--- config.mk ---
export PLATFORM = sky130hd
export DESIGN_NAME = vidgen_ctrl
export DESIGN_NICKNAME = d
export VERILOG_FILES = /design/src/rtl/vgc_pkg.sv /design/src/rtl/vgc_regfile.sv /design/src/rtl/vgc_readmux.sv /design/src/rtl/vgc_sequencer.sv /design/src/rtl/vidgen_ctrl.sv
export SDC_FILE = /design/constraint.sdc
export NUM_CORES = 1
export LEC_CHECK = 0
export ABC_CLOCK_PERIOD_IN_PS = 4200
export CORE_MARGIN = 10
export CORE_UTILIZATION = 35
export DETAILED_ROUTE_END_ITERATION = 6
export GPL_TIMING_DRIVEN = 0
export HOLD_SLACK_MARGIN = 0.08
export SLEW_MARGIN = 20
export SYNTH_ARGS = -nofsm -noshare
export SYNTH_HDL_FRONTEND = slang
export SYNTH_SLANG_ARGS = --single-unit
--- constraint.sdc ---
create_clock -name clk -period 4.2 [get_ports clk]
set_input_delay 0.84 -clock clk [delete_from_list [all_inputs] [get_ports clk]]
set_output_delay 0.84 -clock clk [all_outputs]
set_load 0.01 [all_outputs]
--- src/rtl/vgc_pkg.sv ---
`timescale 1ns/1ps
package vgc_pkg;
    localparam int DW = 16;
    localparam int AW = 4;

    localparam logic [AW-1:0] A_CTRL   = 4'd0;
    localparam logic [AW-1:0] A_STAT   = 4'd1;
    localparam logic [AW-1:0] A_WIDTH  = 4'd4;
    localparam logic [AW-1:0] A_HEIGHT = 4'd5;
    localparam logic [AW-1:0] A_MODE   = 4'd6;
    localparam logic [AW-1:0] A_PAT    = 4'd7;
    localparam logic [AW-1:0] A_C0     = 4'd8;
    localparam logic [AW-1:0] A_C1     = 4'd9;
    localparam logic [AW-1:0] A_C2     = 4'd10;

    localparam logic [1:0] MODE_F0_FIRST = 2'd1;
    localparam logic [1:0] MODE_F1_FIRST = 2'd2;

    typedef enum logic [1:0] {
        SQ_IDLE = 2'd0,
        SQ_HDR  = 2'd1,
        SQ_WAIT = 2'd2
    } seq_st_e;

    typedef struct packed {
        logic          border;
        logic [DW-1:0] width;
        logic [DW-1:0] height;
        logic [1:0]    mode;
        logic [DW-1:0] pattern;
        logic [DW-1:0] c0;
        logic [DW-1:0] c1;
        logic [DW-1:0] c2;
    } frame_cfg_t;
endpackage

--- src/rtl/vgc_regfile.sv ---
`timescale 1ns/1ps
module vgc_regfile
    import vgc_pkg::*;
#(
    parameter int MIN_DIM      = 32,
    parameter int MAX_WIDTH    = 1920,
    parameter int MAX_HEIGHT   = 1080,
    parameter int DEF_WIDTH    = 640,
    parameter int DEF_HEIGHT   = 480,
    parameter bit RUNTIME_CTRL = 1'b1
) (
    input  logic          clk,
    input  logic          rst_n,
    input  logic          wr_en,
    input  logic [AW-1:0] addr,
    input  logic [DW-1:0] wdata,
    output logic          go,
    output frame_cfg_t    live
);
    localparam logic [DW-1:0] LO_DIM  = DW'(MIN_DIM);
    localparam logic [DW-1:0] HI_W    = DW'(MAX_WIDTH);
    localparam logic [DW-1:0] HI_H    = DW'(MAX_HEIGHT);
    localparam logic          GO_INIT = RUNTIME_CTRL ? 1'b0 : 1'b1;

    typedef struct packed {
        logic       go;
        frame_cfg_t cfg;
    } regs_t;

    regs_t r_d, r_q;

    function automatic logic [DW-1:0] clamp_dim(input logic [DW-1:0] v,
                                                input logic [DW-1:0] hi);
        if (v < LO_DIM) return LO_DIM;
        if (v > hi)     return hi;
        return v;
    endfunction

    always_comb begin
        r_d = r_q;
        if (wr_en) begin
            unique case (addr)
                A_CTRL: begin
                    r_d.go         = wdata[0];
                    r_d.cfg.border = wdata[1];
                end
                A_WIDTH:  r_d.cfg.width   = clamp_dim(wdata, HI_W);
                A_HEIGHT: r_d.cfg.height  = clamp_dim(wdata, HI_H);
                A_MODE:   r_d.cfg.mode    = wdata[1:0];
                A_PAT:    r_d.cfg.pattern = wdata;
                A_C0:     r_d.cfg.c0      = wdata;
                A_C1:     r_d.cfg.c1      = wdata;
                A_C2:     r_d.cfg.c2      = wdata;
                default:  ;
            endcase
        end
    end

    always_ff @(posedge clk) begin
        if (!rst_n) begin
            r_q.go          <= GO_INIT;
            r_q.cfg.border  <= 1'b0;
            r_q.cfg.width   <= DW'(DEF_WIDTH);
            r_q.cfg.height  <= DW'(DEF_HEIGHT);
            r_q.cfg.mode    <= 2'd0;
            r_q.cfg.pattern <= '0;
            r_q.cfg.c0      <= '0;
            r_q.cfg.c1      <= '0;
            r_q.cfg.c2      <= '0;
        end else begin
            r_q <= r_d;
        end
    end

    assign go   = r_q.go;
    assign live = r_q.cfg;
endmodule

--- src/rtl/vgc_readmux.sv ---
`timescale 1ns/1ps
module vgc_readmux
    import vgc_pkg::*;
(
    input  logic [AW-1:0] addr,
    input  logic          go,
    input  logic          busy,
    input  frame_cfg_t    live,
    output logic [DW-1:0] rdata
);
    always_comb begin
        rdata = '0;
        unique case (addr)
            A_CTRL:   rdata = {{(DW-2){1'b0}}, live.border, go};
            A_STAT:   rdata = {{(DW-1){1'b0}}, busy};
            A_WIDTH:  rdata = live.width;
            A_HEIGHT: rdata = live.height;
            A_MODE:   rdata = {{(DW-2){1'b0}}, live.mode};
            A_PAT:    rdata = live.pattern;
            A_C0:     rdata = live.c0;
            A_C1:     rdata = live.c1;
            A_C2:     rdata = live.c2;
            default:  rdata = '0;
        endcase
    end
endmodule

--- src/rtl/vgc_sequencer.sv ---
`timescale 1ns/1ps
module vgc_sequencer
    import vgc_pkg::*;
(
    input  logic          clk,
    input  logic          rst_n,
    input  logic          go,
    input  frame_cfg_t    live,
    input  logic          fs_ready,
    input  logic          field_done,
    output logic          fs_valid,
    output logic          fs_field,
    output logic          fs_interlaced,
    output logic [DW-1:0] fs_width,
    output logic [DW-1:0] fs_height,
    output logic [DW-1:0] fs_pattern,
    output logic          fs_border,
    output logic [DW-1:0] fs_c0,
    output logic [DW-1:0] fs_c1,
    output logic [DW-1:0] fs_c2,
    output logic          busy
);
    typedef struct packed {
        seq_st_e    st;
        logic       field;
        logic       second;
        frame_cfg_t sh;
    } seq_t;

    seq_t s_d, s_q;
    logic il_q;
    logic [DW:0]   h_plus1;
    logic [DW-1:0] h_ceil, h_floor;

    assign il_q = (s_q.sh.mode == MODE_F0_FIRST) || (s_q.sh.mode == MODE_F1_FIRST);

    always_comb begin
        s_d = s_q;
        unique case (s_q.st)
            SQ_IDLE: begin
                if (go) begin
                    s_d.sh     = live;
                    s_d.field  = (live.mode == MODE_F1_FIRST);
                    s_d.second = 1'b0;
                    s_d.st     = SQ_HDR;
                end
            end
            SQ_HDR: begin
                if (fs_ready) s_d.st = SQ_WAIT;
            end
            SQ_WAIT: begin
                if (field_done) begin
                    if (il_q && !s_q.second) begin
                        s_d.second = 1'b1;
                        s_d.field  = ~s_q.field;
                        s_d.st     = SQ_HDR;
                    end else begin
                        s_d.st = SQ_IDLE;
                    end
                end
            end
            default: s_d.st = SQ_IDLE;
        endcase
    end

    always_ff @(posedge clk) begin
        if (!rst_n) begin
            s_q.st     <= SQ_IDLE;
            s_q.field  <= 1'b0;
            s_q.second <= 1'b0;
            s_q.sh     <= '0;
        end else begin
            s_q <= s_d;
        end
    end

    assign h_plus1 = {1'b0, s_q.sh.height} + {{DW{1'b0}}, 1'b1};
    assign h_ceil  = h_plus1[DW:1];
    assign h_floor = {1'b0, s_q.sh.height[DW-1:1]};

    assign fs_valid      = (s_q.st == SQ_HDR);
    assign busy          = (s_q.st != SQ_IDLE);
    assign fs_field      = s_q.field;
    assign fs_interlaced = il_q;
    assign fs_width      = s_q.sh.width;
    assign fs_height     = !il_q ? s_q.sh.height : (s_q.field ? h_floor : h_ceil);
    assign fs_pattern    = s_q.sh.pattern;
    assign fs_border     = s_q.sh.border;
    assign fs_c0         = s_q.sh.c0;
    assign fs_c1         = s_q.sh.c1;
    assign fs_c2         = s_q.sh.c2;
endmodule

--- src/rtl/vidgen_ctrl.sv ---
`timescale 1ns/1ps
module vidgen_ctrl
    import vgc_pkg::*;
#(
    parameter int MIN_DIM      = 32,
    parameter int MAX_WIDTH    = 1920,
    parameter int MAX_HEIGHT   = 1080,
    parameter int DEF_WIDTH    = 640,
    parameter int DEF_HEIGHT   = 480,
    parameter bit RUNTIME_CTRL = 1'b1
) (
    input  logic          clk,
    input  logic          rst_n,
    input  logic          bus_wr,
    input  logic [3:0]    bus_addr,
    input  logic [15:0]   bus_wdata,
    output logic [15:0]   bus_rdata,
    output logic          fs_valid,
    input  logic          fs_ready,
    output logic          fs_field,
    output logic          fs_interlaced,
    output logic [15:0]   fs_width,
    output logic [15:0]   fs_height,
    output logic [15:0]   fs_pattern,
    output logic          fs_border,
    output logic [15:0]   fs_c0,
    output logic [15:0]   fs_c1,
    output logic [15:0]   fs_c2,
    input  logic          field_done
);
    logic       go_w;
    logic       busy_w;
    frame_cfg_t live_w;

    vgc_regfile #(
        .MIN_DIM(MIN_DIM), .MAX_WIDTH(MAX_WIDTH), .MAX_HEIGHT(MAX_HEIGHT),
        .DEF_WIDTH(DEF_WIDTH), .DEF_HEIGHT(DEF_HEIGHT), .RUNTIME_CTRL(RUNTIME_CTRL)
    ) u_regs (
        .clk(clk), .rst_n(rst_n), .wr_en(bus_wr), .addr(bus_addr),
        .wdata(bus_wdata), .go(go_w), .live(live_w)
    );

    vgc_readmux u_rmux (
        .addr(bus_addr), .go(go_w), .busy(busy_w), .live(live_w), .rdata(bus_rdata)
    );

    vgc_sequencer u_seq (
        .clk(clk), .rst_n(rst_n), .go(go_w), .live(live_w),
        .fs_ready(fs_ready), .field_done(field_done),
        .fs_valid(fs_valid), .fs_field(fs_field), .fs_interlaced(fs_interlaced),
        .fs_width(fs_width), .fs_height(fs_height), .fs_pattern(fs_pattern),
        .fs_border(fs_border), .fs_c0(fs_c0), .fs_c1(fs_c1), .fs_c2(fs_c2),
        .busy(busy_w)
    );
endmodule

## Word level (Yosys, flattened, before mapping)

Index checks and enable logic that the tools add are counted.

- Logic and storage cells: 90
- Output and inout port bits: 116
- Register bits: 203

- Bitwise operators: 1
- Multiplexer cells: 30
- Reductions and logical operators: 18
- Eq/ne operators: 17
- Add/subtract/negate cells: 1
- $lt $le $gt $ge: 3

Operators by type and width:

| kind | count |
|---|---|
| 2-to-1 mux 16 bit | 9 |
| one-hot mux 16 bit (9 select lines) | 1 |
| 2-to-1 mux 103 bit | 1 |
| > comparator 16 x 11 -> 1 bit (second input constant) | 2 |
| AND reduction 2 bit | 9 |
| adder 16 x 1 -> 17 bit (second input constant) | 1 |
| == test 4 x 3 -> 1 bit (second input constant) | 4 |
| less-than comparator 16 x 6 -> 1 bit (second input constant) | 1 |
| 2-to-1 mux 1 bit | 14 |
| == test 4 bit (second input constant) | 3 |
| == test 2 bit (second input constant) | 3 |
| one-hot mux 2 bit (3 select lines) | 1 |
| == test 2 x 1 -> 1 bit (second input constant) | 2 |
| == test 4 x 1 -> 1 bit (second input constant) | 1 |
| logical NOT 4 bit | 1 |
| 2-to-1 mux 2 bit | 2 |
| 2-to-1 mux 4 bit | 1 |
| inequality test 2 x 1 -> 1 bit (second input constant) | 2 |
| inequality test 2 bit (second input constant) | 2 |
| one-hot mux 2 bit (2 select lines) | 1 |
| AND reduction 4 bit | 1 |
| nonzero test 2 bit | 2 |
| AND reduction 3 bit | 1 |
| logical NOT 2 bit | 1 |
| 4 further kinds | 4 |

## Longest topological paths before layout

- Depth after elaboration: 9
- Depth in mapped cells: 8
- Depth with buffers taken out: 5

## Modules after synthesis

A second synthesis with hierarchy kept.

- Cell total of the unflattened synthesis: 1173
- Area total of the unflattened synthesis: 9439.1 um^2

Modules (own cells, without submodules):

| module | cells each | seq. area each (um^2) | times used | area each (um^2) |
|---|---|---|---|---|
| vgc_sequencer | 629 | 2062.0 | 1 | 4879.7 |
| vgc_regfile | 422 | 2001.9 | 1 | 3626.0 |
| vgc_readmux | 122 | 0.0 | 1 | 933.4 |

## Worst setup path before layout

Ideal clock, no wire load.

- Kind: in2out
- Start point: in bus_addr[1]
- End point: out bus_rdata[12]
- Setup slack: 1.286 ns
- Stages: 5
- Buffers on the path: 2
- Required time: 3.360 ns
- Arrival time: 2.074 ns
- Cell sequence: buf_2 -> nor4b_4 -> clkbuf_1 -> a22oi_1 -> nand3_1

- Longest elaborated chain between the ends: 2
- Elaborated cells between the ends (all ways): 10
- Classes of those cells: eq/ne (8); mux (1); reduce/logical (1)

Ends and longest elaborated chain:

| what | line | RTL |
|---|---|---|
| from (decl) | vidgen_ctrl.sv:15 | `input logic [3:0] bus_addr,` |
| == test 4 bit, or another cell as far along | vgc_readmux.sv:13 | `unique case (addr)` |
| one-hot mux 16 bit (9 select lines) (*) | vgc_readmux.sv:13 |  |
| to (decl) | vidgen_ctrl.sv:17 | `output logic [15:0] bus_rdata,` |

Every way passes the cells marked *; elsewhere a longest branch is shown, timed or not.

## Final worst setup path

- Start point: in bus_addr[1]
- End point: out bus_rdata[6]

Same word-level chain as after synthesis.

==> metrics.csv <==
stage,metric,value,unit
outcome,run_status,finished clean,
logic_synthesis,yosys.area_share.adder,0.1401,%
pwr,ir_worst_vdd,0.2232,mV
routing,drt_wl_total,30730,um
floorplan,start_util,35.56,%
floorplan,rows,58,
final_layout,finalNetCount,1330,
routing,dr_wl_met3,2731,um
global_routing,track_usage,17.83,%
global_routing,grt_pass1_wl,46910,um
place,placed_cells,1607,
global_routing,grt-ovfl-total,0,
clock_tree,cts_made_buffers,23,
sta,period_share,96.99,%
pwr,p_per_area,356.8,nW/um^2
logic_synthesis,synth_area_leaders,"dfxtp_1 (46%), nand2_1 (15%), a21oi_1 (10%), buf_4 (7.0%), a22oi_1 (3.7%)",
final_layout,instances_no_fill,1651,
logic_synthesis,syn-cell-area,8930,um^2
final_layout,regArea,4064,um^2
logic_synthesis,synthArstFlopShare,0,%
logic_synthesis,yosys.area.top_type,dfxtp_1,
setup_path,reg2reg_depth,6,
setup_path,cp.arrival,3230,ps
logic_synthesis,synth_top_area_share,45.51,%
setup_path,r2r_slack,2040,ps
logic_synthesis,ys_ff_latch,203,
logic_synthesis,avgSynthCellArea,7.779,um^2
routing,wl_met2,13890,um
logic_synthesis,netlist_instances,1148,
floorplan,io_pins,141,
setup_path,cp_max_fo,10,
setup_path,timing.rr.start,u_seq.s_q[102],
sta,fin_crit,4074,ps
sta,slew_violations,0,
routing,top_layer_used,met4,
global_routing,grt_pass1_vias,8076,
logic_synthesis,yosysSeqAreaShare,45.51,%
sta,rsz0062_at_grt,no,
setup_path,cp-start-kind,primary input,
routing,wl_met1,13370,um
min_path,min_path_cells,2,
logic_synthesis,synth_ff_type,dfxtp_1,
clock_tree,h-tree-depth,1,
logic_synthesis,syn-num-nets,1174,
routing,post_drt_wl_per_cell,18.61,um
clock_tree,cts_root_buf,clkbuf_16,
place,port_buffers,129,
place,gp_congestion,0.9717,
routing,viasPerCell,5.187,
final_layout,syn_to_final_growth,27.71,%
sta,slew-limit-headroom,41.33,%
global_routing,antenna_found_initial,2,
setup_path,cp-startpoint,bus_addr[1],
logic_synthesis,synth-simple-area-share,23.32,%
logic_synthesis,synth_compound_area_share,19.13,%
clock_tree,clock_path_buffers,3,
floorplan,dieHeight,179.7,um
place,dp_hpwl,23270,um
sta,setup_violations,0,
pwr,total_power,4.069,mW
final_layout,drive_gt1_share,11.97,%
routing,drc_errors,0,
logic_synthesis,muxShareOfSynthArea,0.5605,%
routing,ant_nets,0,
global_routing,grt_max_degree,18,
min_path,hold_class,register to register,
clock_tree,clk_latency,510,ps
sta,fin_skew,10.32,ps
logic_synthesis,yosys_warnings,0,
logic_synthesis,ys_types,60,
logic_synthesis,synth_edf_count,0,
routing,first_pass_iters,6,
floorplan,fp.dieArea,32300,um^2
final_layout,nFillCells,2586,
sta,finalHoldViolations,0,
logic_synthesis,synth_top_family_by_area,simple AND/OR/NAND/NOR gates,
final_layout,post-route-util,45.42,%
clock_tree,cts_tree,built,
routing,num_vias,8564,
setup_path,crit_type,primary input to primary output,
setup_path,crit_path_end,bus_rdata[6],
sta,fmax,0.2455,GHz
setup_path,endpoint_kind,primary output,
sta,worst_pin_slew,880.1,ps
floorplan,die_w,179.7,um
setup_path,r2r_end,u_seq.fs_c2[1],
floorplan,core,25110,um^2
clock_tree,clkTransAtPathRegs,60,ps
run,max_cap_violations,0,
logic_synthesis,synth_xor_area_share,0.1962,%
final_layout,multi_input_comb_area,3882,um^2
setup_path,crit_required,3360,ps
sta,setup_tns,0,ps
clock_tree,postCtsHoldBufs,0,
pwr,p_leak,4.051,nW
clock_tree,clock_sinks,203,
routing,drtIter0Drc,902,
[routing by layer]
metal	global-route usage, %	vias to the layer above
met2	28.94	357
met1	23.33	4004
met5	0	-
met4	4.598	0
met3	4.036	58
li1	-	4145
[kinds of logic after synthesis]
kind of cell    count (synthesis)
fa+ha+maj                       1
compound gates                288
simple gates                  474
xor+xnor                        2
mux                             5
buf+inv                       175
flops                         203
[critical path, cell delays in order]
cell             delay, ps
clkdlybuf4s50_1        510
buf_2                  250
and4b_1                230
buf_2                  250
clkbuf_4               260
a22oi_1                140
nand3_1                170
clkdlybuf4s50_1        560
[synthesized netlist by cell type, drive strengths merged (3+ instances only)]
cell    count
nand2     359
nor4b       3
nand3      26
nor3       10
a22oi      44
a41o        4
buf       100
o21ai      16
nor2       23
a21oi     182
a22o        6
inv         5
dfxtp     203
nor4        6
o211ai      8
mux2i       5
a211oi      4
and3       15
nor4bb      3
a31oi       4
nand4       5
clkbuf     70
o311ai      3
and2        7
[flip-flops by register name (all words and copies together) (netlist names)]
signal / count
u_seq.fs_c1: 16
u_seq.s_q: 6
u_seq.fs_field: 1
u_seq.fs_c0: 16
u_regs.go: 1
u_seq.fs_c2: 16
u_seq.h_floor: 15
u_seq.fs_border: 1
u_regs.live: 99
u_seq.fs_width: 16
u_seq.fs_pattern: 16
[per-stage QoR]
step           hold slack [ps]  area [um^2]  setup slack, ps
6_report                 455.1        11400            126.4
5_1_grt                  467.9        11400            19.78
4_1_cts                  456.1        11390            24.71
3_5_place_dp             447.8        10640           -318.5
3_3_place_gp             446.2        10630           -310.2
2_1_floorplan            436.7         8930             1287
[how the worst min path moves through the flow]
stage,from,slack [ps],to
2_1_floorplan,u_seq.fs_c0[0],440,u_seq.fs_c0[0]
3_3_place_gp,u_seq.fs_width[13],450,u_seq.fs_width[13]
3_5_place_dp,u_seq.fs_c1[3],450,u_seq.fs_c1[3]
4_1_cts,u_seq.fs_c1[3],460,u_seq.fs_c1[3]
5_1_grt,u_seq.fs_c1[3],470,u_seq.fs_c1[3]
6_report,u_seq.fs_width[10],460,u_seq.fs_width[10]
[what timing repair did]
action,CTS,global route
hold endpoints to repair,0,0
gates resized for setup,3,9
setup buffers,3,0
pin swaps,2,0
cloned,0,0
setup endpoints to repair,14,16
[where the power goes]
| part | internal [mW] | leakage, nW | switching (mW) | total, mW |
|---|---|---|---|---|
| sequential | 1.94 | 1.64 | 0.0126 | 1.95 |
| combinational | 0.0520 | 2.05 | 0.130 | 0.182 |
| clock | 1.12 | 0.360 | 0.820 | 1.94 |
[cell type report]
type / instances / share of cell area (%)
timing repair buffer: 132 / 11.52
clock buffer: 33 / 5.902
buffer: 169 / 8.623
multi-input combinational: 770 / 34.04
sequential: 203 / 35.63
tap: 330 / 3.620
inverter: 5 / 0.1646
antenna: 1 / 0.02194
clock inverter: 8 / 0.4717
[layout by cell type, fill, tap and decap left out, types with 3 or more instances in the layout]
master             n
buf_2             16
a21oi_1          182
clkbuf_1          67
a211oi_1           4
clkbuf_2           5
nor3_1             9
nor4_1             5
a22oi_1           44
clkdlybuf4s50_1  129
a41o_1             4
clkbuf_8           6
clkinv_2           4
nor2_1            23
nand3_1           26
mux2i_1            5
and3_1            15
and2_1             7
clkbuf_16         23
buf_4             86
o21ai_0           15
a31oi_1            4
o311ai_0           3
dfxtp_1          203
o211ai_1           8
inv_1              3
nand4_1            5
a22o_1             6
nand2_1          359
No activity file was read; power rests on OpenSTA's default activity.
